File: src/rtl/xcvr_pkg.sv
package xcvr_pkg;
  typedef struct packed {
    logic passThru;
    logic edgeLoad;
    logic drive;
  } dirStrobe_t;
endpackage

File: src/rtl/xcvr_dir_ctrl.sv
module xcvr_dir_ctrl
  import xcvr_pkg::*;
(
  input  logic       clk,
  input  logic       rstN,
  input  logic       passEn,
  input  logic       capClk,
  input  logic       capEnN,
  input  logic       oeN,
  output dirStrobe_t strobe
);
  logic clkPrev;
  logic riseSeen;

  always_ff @(posedge clk or negedge rstN) begin
    if (!rstN) clkPrev <= 1'b0;
    else       clkPrev <= capClk;
  end

  assign riseSeen = capClk & ~clkPrev;

  always_comb begin
    strobe.passThru = passEn;
    strobe.edgeLoad = ~passEn & riseSeen & ~capEnN;
    strobe.drive    = ~oeN;
  end

  // a capture edge can never repeat on consecutive system cycles
  a_r4_single_edge: assert property (@(posedge clk) disable iff (!rstN)
    strobe.edgeLoad |=> !strobe.edgeLoad);

  // a gated capture clock yields no load
  a_r5_gated: assert property (@(posedge clk) disable iff (!rstN)
    capEnN |-> !strobe.edgeLoad);
endmodule

File: src/rtl/xcvr_dir_path.sv
module xcvr_dir_path
  import xcvr_pkg::*;
#(
  parameter int WIDTH = 18
) (
  input  logic             clk,
  input  logic             rstN,
  input  dirStrobe_t       strobe,
  input  logic [WIDTH-1:0] dIn,
  output logic [WIDTH-1:0] dOut,
  output logic             drvEn
);
  logic [WIDTH-1:0] store;

  always_ff @(posedge clk or negedge rstN) begin
    if (!rstN)                                  store <= '0;
    else if (strobe.passThru || strobe.edgeLoad) store <= dIn;
  end

  always_comb begin
    dOut  = strobe.passThru ? dIn : store;
    drvEn = strobe.drive;
  end

  // no load strobe keeps storage unchanged
  a_r3_hold: assert property (@(posedge clk) disable iff (!rstN)
    (!strobe.passThru && !strobe.edgeLoad) |=> $stable(store));

  // an edge load stores the sampled input
  a_r4_capture: assert property (@(posedge clk) disable iff (!rstN)
    strobe.edgeLoad |=> store == $past(dIn));

  // on closing the pass-through path, the last passed word is shown
  a_r8_close: assert property (@(posedge clk) disable iff (!rstN)
    $fell(strobe.passThru) |-> dOut == $past(dIn));
endmodule

File: src/rtl/univ_bus_xcvr.sv
module univ_bus_xcvr
  import xcvr_pkg::*;
#(
  parameter int WIDTH = 18
) (
  input  logic             clk,
  input  logic             rstN,
  input  logic [WIDTH-1:0] aIn,
  output logic [WIDTH-1:0] aOut,
  output logic             aDrive,
  input  logic [WIDTH-1:0] bIn,
  output logic [WIDTH-1:0] bOut,
  output logic             bDrive,
  input  logic             abOeN,
  input  logic             abPass,
  input  logic             abCapClk,
  input  logic             abCapEnN,
  input  logic             baOeN,
  input  logic             baPass,
  input  logic             baCapClk,
  input  logic             baCapEnN
);
  dirStrobe_t abStrobe;
  dirStrobe_t baStrobe;

  xcvr_dir_ctrl abCtrl_i (
    .clk(clk), .rstN(rstN), .passEn(abPass), .capClk(abCapClk),
    .capEnN(abCapEnN), .oeN(abOeN), .strobe(abStrobe));

  xcvr_dir_path #(.WIDTH(WIDTH)) abPath_i (
    .clk(clk), .rstN(rstN), .strobe(abStrobe), .dIn(aIn),
    .dOut(bOut), .drvEn(bDrive));

  xcvr_dir_ctrl baCtrl_i (
    .clk(clk), .rstN(rstN), .passEn(baPass), .capClk(baCapClk),
    .capEnN(baCapEnN), .oeN(baOeN), .strobe(baStrobe));

  xcvr_dir_path #(.WIDTH(WIDTH)) baPath_i (
    .clk(clk), .rstN(rstN), .strobe(baStrobe), .dIn(bIn),
    .dOut(aOut), .drvEn(aDrive));

  // pass-through follows the input
  a_r2_ab_follow: assert property (@(posedge clk) disable iff (!rstN)
    abPass |-> bOut == aIn);
  a_r2_ba_follow: assert property (@(posedge clk) disable iff (!rstN)
    baPass |-> aOut == bIn);

  // active-low output enable
  a_r6_ab_drive: assert property (@(posedge clk) disable iff (!rstN)
    abOeN |-> !bDrive);
  a_r6_ba_drive: assert property (@(posedge clk) disable iff (!rstN)
    baOeN |-> !aDrive);

  // gated and closed direction keeps its output
  a_r5_ab_keep: assert property (@(posedge clk) disable iff (!rstN)
    (!abPass && abCapEnN) ##1 !abPass |-> bOut == $past(bOut));
endmodule

File: config.mk
export PLATFORM = sky130hd
export DESIGN_NAME = univ_bus_xcvr
export DESIGN_NICKNAME = d
export VERILOG_FILES = /design/src/rtl/xcvr_pkg.sv /design/src/rtl/xcvr_dir_ctrl.sv /design/src/rtl/xcvr_dir_path.sv /design/src/rtl/univ_bus_xcvr.sv
export SDC_FILE = /design/constraint.sdc
export NUM_CORES = 1
export LEC_CHECK = 0
export ABC_CLOCK_PERIOD_IN_PS = 1980
export BUFFER_PORTS_ARGS = -buffer_cell sky130_fd_sc_hd__buf_2
export CORE_UTILIZATION = 48
export CTS_CLUSTER_SIZE = 8
export DETAILED_ROUTE_END_ITERATION = 8
export HOLD_SLACK_MARGIN = 0.12
export MAX_ROUTING_LAYER = met4
export PLACE_DENSITY = 0.92
export SETUP_SLACK_MARGIN = 0.05
export SLEW_MARGIN = 20
export SYNTH_ARGS = -nofsm -noshare
export SYNTH_HDL_FRONTEND = slang
export SYNTH_HIERARCHICAL = 1
export SYNTH_SLANG_ARGS = --single-unit
File: constraint.sdc
create_clock -name clk -period 1.98 [get_ports clk]
set_clock_uncertainty 0.2 [all_clocks]
set_input_delay 0.099 -clock clk [delete_from_list [all_inputs] [get_ports clk]]
set_output_delay 0.099 -clock clk [all_outputs]
set_load 0.005 [all_outputs]
After elaboration in Yosys (flattened, before gate mapping)
Cells that the tools add are included.

storage, ports and cells
  flip-flop bits (word level) = 38
  bits of input ports = 46
  output and inout port bits = 38

operators by class
  multiplexer cells = 2
  bitwise logic cells = 14
  reduce and logical (&&, ||, !) cells = 2

operators with widths
  operator           number
  2-to-1 mux 18 bit  2
  inverter 1 bit     8
  AND 1 bit          6
  logical OR 1 bit   2

Longest topological paths before layout
  depth in word-level cells = 5
  mapped depth = 5

Hierarchy
The synthesis kept the hierarchy.

by module, submodules not included
  module         instances  cells an instance  area an instance (um^2)  sequential area each (um^2)
  xcvr_dir_path  2          59                 959.7                    450.4
  xcvr_dir_ctrl  2          4                  51.3                     25.0

Worst setup path after synthesis
No wires, ideal clock.

  kind = register -> register
  start point = register abCtrl_i.clkPrev
  end point = register abPath_i.store[10]
  setup time = 0.125 ns
  data arrival time = 1.324 ns
  data required time = 1.655 ns
  slack = 0.331 ns
  stages on the path, launching flop included = 5
  path buffers = 1
  clock period less this slack = 1.649 ns
  cell sequence = dfrtp_1 -> nor4b_2 -> nor2_8 -> buf_12 -> mux2_4

RTL lines
  item                    line                 source
  from (decl)             xcvr_dir_ctrl.sv:12  logic clkPrev;
  from (signal assigned)  xcvr_dir_ctrl.sv:17  else clkPrev <= capClk;
  to (signal assigned)    xcvr_dir_path.sv:17  else if (strobe.passThru || strobe.edgeLoad) store <= dIn;
  to (decl)               xcvr_dir_path.sv:13  logic [WIDTH-1:0] store;

==> flow_metrics.py <==
metrics = {
    "pwr": {
        "power_w": 0.00193,
        "peakVddDrop_mv": 0.440,
        "power.share.clock": 0.280,
        "power_frac_seq": 0.467,
        "p_per_area_mw_per_mm2": 656,
        "p_int_w": 0.00145,
        "switchingPower_w": 0.000483,
        "swShare": 0.250,
        "p_leak_nw": 1.41,
        "p_comb_frac": 0.253,
    },
    "place": {
        "hpwl_um": 2810,
        "place_congestion": 0.713,
        "portBuffers": 83,
        "placed_area_mm2": 0.00242,
    },
    "cts": {
        "holdBufCountCts": 43,
        "cts_max_level": 2,
        "clockBufferDepth": 2,
        "cts_setup_buffers": 0,
        "post_cts_resized": 0,
        "path_clk_slew_ps": 70,
        "clock_latency_ps": 280,
        "cts_root_buf": "clkbuf_8",
        "clkSinkCount": 38,
        "cts_buffers": 5,
        "cts_tree": "built",
    },
    "drt": {
        "routed_wl_um": 5100,
        "ant_nets": 0,
        "wl_per_cell_um": 16.8,
        "drc": 0,
        "vias": 1478,
        "avgViaCountPerCell": 4.86,
        "drt_iter0_markers": 29,
        "dr.pass1.iters": 4,
    },
    "floorplanning": {
        "die_height_um": 66.9,
        "initial_core_util": 0.502,
        "pin_count": 84,
        "rows": 23,
        "die-area_mm2": 0.00448,
        "core_mm2": 0.00403,
        "die_width_um": 66.9,
    },
    "finish": {
        "drive_gt1_frac": 0.669,
        "fin_area_mm2": 0.00294,
        "layout.nets": 299,
        "antenna_cells": 0,
        "post-route-util": 0.731,
        "syn_to_final_growth_pct": 45.6,
    },
    "sta": {
        "fin_crit_ps": 1710,
        "max_freq_mhz": 585,
        "fin_crit_sh": 0.863,
        "slew_headroom": 0.628,
        "setup_viol_count_final": 0,
        "rsz0062_at_grt": "false",
        "tns_ps": 0,
        "drv_slew": 0,
        "hold_ws_ps": 205,
        "tightest_slew_ps": 556,
        "hold_violations": 0,
    },
    "global_routing": {
        "top_usage_layer": "met2",
        "grt_max_degree": 20,
        "grt_pass1_vias": 1620,
        "antenna_found_initial": 0,
        "grt_overflow": 0,
        "grt_use_met3": 0.0479,
        "grt_pass1_wl_um": 7990,
        "use_met1": 0.276,
        "grtUsageMet2": 0.485,
        "globalRouteTotalUtil": 0.255,
    },
    "critical_path": {
        "cp_slowest_stage_delay_ps": 530,
        "rrSetupSlack_ps": 320,
        "worstSetupStartpointType": "input pin",
        "arrival_ps": 1670,
        "critPathRequiredTime_ps": 1940,
        "endpoint_kind": "register",
        "cp_max_fo": 18,
        "rr_worst_depth": 3,
        "crit_chain": "dlygate4sd3_1 > buf_2 > nor4b_2 > nor2_8 > mux2_4",
        "crit_slowest_cell": "dlygate4sd3_1",
        "worst-setup-path-type": "input pin to register",
    },
    "logic_synthesis": {
        "syn_area_mm2": 0.00202,
        "yosysWarnings": 6,
        "netlist_instances": 126,
        "avgSynthCellArea_um2": 16.0,
        "synth_top_area_frac": 0.470,
        "synth_sequential_area_ratio": 0.470,
        "synth_area_leader_cell": "dfrtp_1",
        "synth.ff_latch_count": 38,
        "yosysUniqueCellTypes": 9,
        "synth_fp_nets": 172,
        "synth_area_leaders": "dfrtp_1 (47%), mux2_2 (29%), mux2_4 (15%)",
    },
    "job": {
        "drv_cap": 0,
    },
    "worst_hold_path": {
        "whs_path_depth": 3,
        "hp-class": "input pin to output port",
    },
    "run_status": {
        "status": "completed",
    },
}
flip-flops by register name, summed over array words and instances, names as in the netlist:
signal,cells
baPath_i/store,18
abPath_i/store,18
baCtrl_i/clkPrev,1
abCtrl_i/clkPrev,1
cells in the mapped netlist:
cell type / number
mux2_2: 52
dfrtp_1: 38
mux2_4: 20
buf_4: 6
buf_12: 2
buf_6: 2
inv_1: 2
nor2_8: 2
nor4b_2: 2
worst paths after layout:
kind,from,end
min in group asynchronous,rstN,baPath_i/store[8]$_DFFE_PN0P_
worst max register to register,baCtrl_i/clkPrev$_DFF_PN0_,baPath_i/store[5]$_DFFE_PN0P_
worst min-delay path,abOeN,bDrive
worst min register to register,abPath_i/store[16]$_DFFE_PN0P_,abPath_i/store[16]$_DFFE_PN0P_
worst max-delay path,baCapClk,baPath_i/store[5]$_DFFE_PN0P_
max in group asynchronous,rstN,abPath_i/store[16]$_DFFE_PN0P_
cells in the final DEF (no fill, tap or decap):
cell type,instances
clkbuf_8,6
clkinv_2,1
nor4b_2,2
mux2_2,52
dfrtp_1,38
inv_1,2
dlygate4sd3_1,43
nor2_8,2
mux2_4,20
buf_2,83
clkbuf_1,1
buf_4,4
per-stage QoR:
stage                     setup WS [ps]  instances
after floorplan                     331        126
after global placement              373        253
after detailed placement            339        253
after CTS                           278        304
after global routing                235        304
final                               271        304
critical path, delay by kind of cell:
family / cells / cell delay (ps)
mux: 1 / 340
simple gates: 2 / 590
buf+inv: 2 / 640
power by group through the flow:
stage	registers, W	clock network, W	logic (W)
finish	0.000903	0.000540	0.000489
global route	0.000913	0.000586	0.000528
global placement	0.000909	0	0.000400
floorplan	0.000898	0	0.000267
CTS	0.000900	0.000543	0.000480
detailed placement	0.000911	0	0.000413
final cells by class:
class	count	area (um2)
clock inverters	1	5.00
inverters	2	7.51
repair buffers	130	876
well taps	50	62.6
flip-flops and latches	38	951
clock buffers	7	86.3
multi-input cells	76	956
fillers	261	1080
per-layer routing:
| layer | vias to the layer above | share of wire |
|---|---|---|
| li1 | 703 | - |
| met1 | 731 | 0.37 |
| met2 | 42 | 0.60 |
| met3 | 2 | 0.034 |
| met4 | 0 | 0.0037 |
| met5 | - | 0 |
logic make-up (layout without fill, tap and decap cells):
family,Yosys count,count (layout),synth area share
buf+inv,12,140,0.0569
mux,72,72,0.438
flops,38,38,0.470
simple gates,4,4,0.0347
No activity file was read; power rests on OpenSTA's default activity.
